==> src/rtl/rxdma_pkg.sv <==
// Shared types and register offsets for the receive DMA poll controller.
// Assumes byte offsets that fit in 8 bits.
package rxdma_pkg;

    typedef enum logic [1:0] {
        PS_STOPPED   = 2'd0,
        PS_RUNNING   = 2'd1,
        PS_SUSPENDED = 2'd2
    } proc_state_t;

    localparam int OFS_POLL   = 8'h0C;
    localparam int OFS_TXBASE = 8'h10;
    localparam int OFS_RXBASE = 8'h14;
    localparam int OFS_ERR    = 8'h18;

    localparam int NUM_CH = 2;   // channel 0 transmit, channel 1 receive
    localparam int CH_TX  = 0;
    localparam int CH_RX  = 1;

endpackage

==> src/rtl/rxdma_rx_fsm.sv <==
// Receive process state machine. Enable starts it from stopped and stop
// halts it from any state. A poll demand samples descriptor availability
// and picks running or suspended. Produces a one-cycle fetch pulse on every
// entry into running. Assumes poll is a single-cycle strobe.
module rxdma_rx_fsm
    import rxdma_pkg::*;
(
    input  logic        clk,
    input  logic        rst_n,
    input  logic        enable,
    input  logic        stop,
    input  logic        poll,
    input  logic        desc_avail,
    output proc_state_t state,
    output logic        fetch_req
);

    proc_state_t state_q, state_d;
    logic        fetch_q;

    // Next-state choice: stop first, then start from stopped, then poll.
    always_comb begin
        state_d = state_q;
        if (stop) begin
            state_d = PS_STOPPED;
        end else if (state_q == PS_STOPPED) begin
            if (enable) state_d = PS_RUNNING;
        end else if (poll) begin
            state_d = desc_avail ? PS_RUNNING : PS_SUSPENDED;
        end
    end

    // State and fetch-pulse registers.
    always_ff @(posedge clk) begin
        if (!rst_n) begin
            state_q <= PS_STOPPED;
            fetch_q <= 1'b0;
        end else begin
            state_q <= state_d;
            fetch_q <= (state_d == PS_RUNNING) && (state_q != PS_RUNNING);
        end
    end

    assign state     = state_q;
    assign fetch_req = fetch_q;

endmodule

==> src/rtl/rxdma_tx_fsm.sv <==
// Transmit process run flag. Enable sets it, stop clears it, and stop wins
// when both arrive together. Assumes both inputs are level or pulse strobes.
module rxdma_tx_fsm (
    input  logic clk,
    input  logic rst_n,
    input  logic enable,
    input  logic stop,
    output logic running
);

    logic run_q;

    // Run flag update with stop priority.
    always_ff @(posedge clk) begin
        if (!rst_n)      run_q <= 1'b0;
        else if (stop)   run_q <= 1'b0;
        else if (enable) run_q <= 1'b1;
    end

    assign running = run_q;

endmodule

==> src/rtl/rxdma_base_reg.sv <==
// One descriptor list base register. It accepts a write only while its own
// process is stopped and clears the low alignment bits on store. It reports
// a refused write and a misaligned accepted write as one-cycle pulses.
// Assumes ALIGN_BITS >= 1.
module rxdma_base_reg #(
    parameter int DATA_W     = 32,
    parameter int ALIGN_BITS = 2
) (
    input  logic              clk,
    input  logic              rst_n,
    input  logic              wr_sel,
    input  logic              proc_stopped,
    input  logic [DATA_W-1:0] wdata,
    output logic [DATA_W-1:0] base,
    output logic              busy_hit,
    output logic              misalign_hit
);

    logic [DATA_W-1:0] base_q;
    logic              accept;

    assign accept = wr_sel && proc_stopped;

    // Base storage, written only on an accepted write.
    always_ff @(posedge clk) begin
        if (!rst_n)      base_q <= '0;
        else if (accept) base_q <= {wdata[DATA_W-1:ALIGN_BITS], {ALIGN_BITS{1'b0}}};
    end

    assign base         = base_q;
    assign busy_hit     = wr_sel && !proc_stopped;
    assign misalign_hit = accept && (|wdata[ALIGN_BITS-1:0]);

endmodule

==> src/rtl/rxdma_poll_ctrl.sv <==
// Top of the receive DMA poll controller. It decodes the register port,
// holds the two base registers and the sticky error flags, and drives the
// receive and transmit process machines. Reads are combinational. Assumes
// one register access per cycle and ADDR_W >= 8.
module rxdma_poll_ctrl
    import rxdma_pkg::*;
#(
    parameter int ADDR_W = 8,
    parameter int DATA_W = 32
) (
    input  logic              clk,
    input  logic              rst_n,
    input  logic              reg_wr,
    input  logic [ADDR_W-1:0] reg_addr,
    input  logic [DATA_W-1:0] reg_wdata,
    output logic [DATA_W-1:0] reg_rdata,
    input  logic              rx_enable,
    input  logic              rx_stop,
    input  logic              tx_enable,
    input  logic              tx_stop,
    input  logic              rx_desc_avail,
    output logic              rx_fetch_req,
    output logic [1:0]        rx_state,
    output logic              tx_running
);

    localparam int ALIGN_BITS = $clog2(DATA_W / 8);
    localparam int ERR_W      = 2 * NUM_CH;

    logic              hit_poll, hit_err;
    logic [NUM_CH-1:0] hit_base;
    logic [NUM_CH-1:0] ch_stopped;
    logic [NUM_CH-1:0] busy_hit, misalign_hit;
    logic [DATA_W-1:0] base_q [NUM_CH];
    logic [ERR_W-1:0]  err_q, err_set, err_clr;
    proc_state_t       rx_st;
    logic              tx_run;

    // Register write decode.
    assign hit_poll             = reg_wr && (reg_addr == ADDR_W'(OFS_POLL));
    assign hit_err              = reg_wr && (reg_addr == ADDR_W'(OFS_ERR));
    assign hit_base[CH_TX]      = reg_wr && (reg_addr == ADDR_W'(OFS_TXBASE));
    assign hit_base[CH_RX]      = reg_wr && (reg_addr == ADDR_W'(OFS_RXBASE));
    assign ch_stopped[CH_TX]    = !tx_run;
    assign ch_stopped[CH_RX]    = (rx_st == PS_STOPPED);

    rxdma_rx_fsm u_rx_fsm (
        .clk        (clk),
        .rst_n      (rst_n),
        .enable     (rx_enable),
        .stop       (rx_stop),
        .poll       (hit_poll),
        .desc_avail (rx_desc_avail),
        .state      (rx_st),
        .fetch_req  (rx_fetch_req)
    );

    rxdma_tx_fsm u_tx_fsm (
        .clk     (clk),
        .rst_n   (rst_n),
        .enable  (tx_enable),
        .stop    (tx_stop),
        .running (tx_run)
    );

    for (genvar c = 0; c < NUM_CH; c++) begin : g_base
        rxdma_base_reg #(
            .DATA_W     (DATA_W),
            .ALIGN_BITS (ALIGN_BITS)
        ) u_base (
            .clk          (clk),
            .rst_n        (rst_n),
            .wr_sel       (hit_base[c]),
            .proc_stopped (ch_stopped[c]),
            .wdata        (reg_wdata),
            .base         (base_q[c]),
            .busy_hit     (busy_hit[c]),
            .misalign_hit (misalign_hit[c])
        );
    end

    assign err_set = {misalign_hit, busy_hit};
    assign err_clr = hit_err ? reg_wdata[ERR_W-1:0] : '0;

    // Sticky error flags: write-one-to-clear, with a new set taking priority.
    always_ff @(posedge clk) begin
        if (!rst_n) err_q <= '0;
        else        err_q <= (err_q & ~err_clr) | err_set;
    end

    // Combinational read mux; the poll location and unmapped offsets read 0.
    always_comb begin
        reg_rdata = '0;
        if (reg_addr == ADDR_W'(OFS_TXBASE))      reg_rdata = base_q[CH_TX];
        else if (reg_addr == ADDR_W'(OFS_RXBASE)) reg_rdata = base_q[CH_RX];
        else if (reg_addr == ADDR_W'(OFS_ERR))    reg_rdata = DATA_W'(err_q);
    end

    assign rx_state   = rx_st;
    assign tx_running = tx_run;

endmodule

==> config.mk <==
export PLATFORM = sky130hd
export DESIGN_NAME = rxdma_poll_ctrl
export DESIGN_NICKNAME = d
export VERILOG_FILES = /design/src/rtl/rxdma_pkg.sv /design/src/rtl/rxdma_rx_fsm.sv /design/src/rtl/rxdma_tx_fsm.sv /design/src/rtl/rxdma_base_reg.sv /design/src/rtl/rxdma_poll_ctrl.sv
export SDC_FILE = /design/constraint.sdc
export NUM_CORES = 1
export LEC_CHECK = 0
export CAP_MARGIN = 30
export CORE_AREA = 3 3 68 101
export DETAILED_ROUTE_END_ITERATION = 8
export DIE_AREA = 0 0 71 104
export PLACE_DENSITY = 0.78
export SYNTH_ARGS = -nofsm -noshare
export SYNTH_HDL_FRONTEND = slang
export SYNTH_SLANG_ARGS = --single-unit
==> constraint.sdc <==
create_clock -name clk -period 1.9 [get_ports clk]
set_input_delay 0.38 -clock clk [delete_from_list [all_inputs] [get_ports clk]]
set_output_delay 0.38 -clock clk [all_outputs]
set_load 0.1 [all_outputs]
==> reports/qor.txt <==
endpoints failing setup - 32
initial DRC count - 180
top-area cell type share of the netlist area - 48.3%
critical path class - input port to output pin
ANT nets after route - 0
Buf+Inv Stages, Crit Path - 3
worst-path cell chain - buf_8 > or4b_4 > nor3_4 > a222oi_1 > inv_2 > buf_12
Synth area leader - dfxtp_1
Initial Util - 46.0%
minimum clock period - 2.00 ns
via/cell ratio - 5.52
DP HPWL - 5100 um
Die Width - 71 um
CTS buffer count - 9
PD cells - 609 mW/mm2
synthesized area - 0.00282 mm2
DRT Pass-1 Iters - 4
Syn Area/Cell - 8.56 um2
placed instance count - 476
die area - 0.00738 mm2
GRT Overall Usage - 21.9%
initial antenna violation count - 0
Post-Syn Instances - 329
Routed WL - 7980 um
Syn Nets - 377
routed len/inst - 16.0 um
I/O Pins - 84
FP Rows - 35
cts hold-fix bufs - 0
total grt overflow - 0
Core Area - 0.00613 mm2
clock sink count - 68
Worst path max stage delay - 0.56 ns
ant diodes - 0
Warnings, synthesis - 0
die span in y - 104 um
critical path's top delay family - simple AND/OR/NAND/NOR gates
first-pass GRT wire length - 13100 um
WP data required - 1.52 ns
Final Hold Vio Count - 0
CTS Root Buffer Type - clkbuf_8
non-filler instance count after layout - 500
Synth area leaders - dfxtp_1 48%, o21ai_0 11%, nand3_1 11%
final core utilization - 79.1%
Fin Setup TNS - -1.37 ns
setup ws final - -0.0998 ns
status - finished, violations left
Worst path slowest cell - or4b_4
slew of the pin with the lowest slew margin - 0.396 ns
leakage power - 0.00195 uW
pins over their slew limit - 0
fin crit share - 105%
CP Capture Type - output pin
number of global-route vias before repair - 2791
Startpoint Class - input port
GP Congestion - 0.759
Clock Latency Late Sink - 0.34 ns
Area Growth Syn to Fin - 72.1%
pin count of the biggest net entering global routing - 62
vias post-DR - 2760
Achievable Freq - 500 MHz
max cap viols - 0
Post-Place Cell Area - 0.00431 mm2
share of cells above drive strength 1 - 31.5%
hold crit path type - input port to flip-flop
VDD IR max - 583 uV
post-route cell area - 0.00485 mm2
CTS tree - done
H-tree levels - 3
Synth Register Bits - 68
crit path DAT - 1.62 ns
Seq/Total Area, Yosys - 48.3%
Worst Skew - 0.00927 ns
Port Buf Inserts - 83
Worst slew margin - 73.6%
failing checks - negative setup slack
clock slew at reported path FFs - 0.07 ns
final net count - 470
RSZ-0062 raised after global routing - yes
DRC Markers - 0
count of cell types in the netlist - 34
CTS Buffer Depth - 2
crit-path max FO - 4
==> path summary, 6_finish.rpt <==
kind,from,endpoint,slack [ns],depth (start not counted)
setup / recovery,reg_addr[0],reg_rdata[3],-0.1,6
hold / removal,rst_n,g_base[1].u_base.base[4],0.38,3
setup reg to reg,u_rx_fsm.state[0],g_base[1].u_base.base[18],0.53,5
hold reg to reg,g_base[1].u_base.base[28],g_base[1].u_base.base[28],0.48,2
==> worst reg2reg max path, delay by kind of cell, from the launching register on <==
| kind | cells | cell delay [ns] |
|---|---|---|
| DFF | 1 | 0.40 |
| buffers and inverters | 1 | 0.24 |
| AOI/OAI and AO/OA | 1 | 0.09 |
| and+or+nand+nor | 3 | 0.52 |
==> cell usage after synthesis <==
master    count
or3_2         1
a31o_2        1
buf_1         6
o21ai_1       3
nor3_1        1
and2_1        4
nor4b_1       2
nor3_4        2
and2_2        1
nand4b_1      1
and3_1        1
clkbuf_1     17
nand4_1       1
nor2_1        3
mux2i_1       1
inv_1         4
or4bb_1       1
dfxtp_1      68
nand3_1      60
o21a_1        1
nand2_1      36
o311a_1       1
nor2b_1       2
a22o_1       28
nor4b_2       1
a222oi_1      2
a32o_1        1
buf_2         7
nor3b_1       3
nor4_1        1
a21oi_1       2
or4b_4        2
a21o_1        2
o21ai_0      62
==> sequential cells by signal, summed over array words and instances (netlist names) <==
signal / cells
u_rx_fsm.fetch_req: 1
g_base.u_base.base: 60
u_tx_fsm.running: 1
u_rx_fsm.state: 2
err_q: 4
==> placed cells by master (no fill, tap or decap), types with 3 or more instances in the layout <==
master and count:
nand2_1 36, o21ai_0 62, buf_12 44, nor2_1 3
nand3_1 60, and2_4 4, clkbuf_8 9, buf_4 16
clkdlybuf4s50_1 38, a22o_4 28, nor3_4 3, buf_6 11
dfxtp_1 68, o21ai_1 3, nor3b_1 3
==> per-stage QoR <==
step | total power (uW) | hold WS [ns] | worst slack, ns
detailed placement | 1700 | 0.455 | -0.692
floorplan | 1560 | 0.437 | -0.104
global placement | 1700 | 0.444 | -0.663
CTS | 2940 | 0.370 | -0.152
finish | 2950 | 0.376 | -0.0998
global route | 3040 | 0.401 | -0.143
==> per-layer routing <==
metal	vias to the layer above	GRT usage (%)	wire length, um
met3	11	4.74	351
met1	1294	24.8	3090
li1	1384	-	-
met4	0	7.93	129
met2	71	39.5	4410
met5	-	0	0
==> power breakdown <==
part	total [uW]	switching, uW	leakage, uW	internal [uW]
logic	261	121	0.00130	140
clock network	1260	529	0.000102	727
registers	1430	5.24	0.000548	1430
==> cell families after synthesis <==
kind of cell           after synthesis  share of synthesized area, %
buffers and inverters               34                          4.84
AND/OR/NAND/NOR                    123                          23.4
multiplexers                         1                         0.355
AO/OA/AOI/OAI                      103                          23.1
flip-flops                          68                          48.3
==> what timing repair did <==
item	4_1_cts	5_1_grt
buffers inserted	8	2
setup endpoints to repair	33	32
pin swaps	18	17
resized for setup	68	19
gates cloned	2	0
==> layout make-up <==
cell class                 count  area (um2)
multi-input combinational    227        1640
timing repair buffer         112        1540
sequential                    68        1360
fill                         393        1280
clock buffer                  10         128
tap                           74        92.6
clock inverter                 5        77.6
inverter                       4        15.0
No activity file was read; power rests on OpenSTA's default activity.
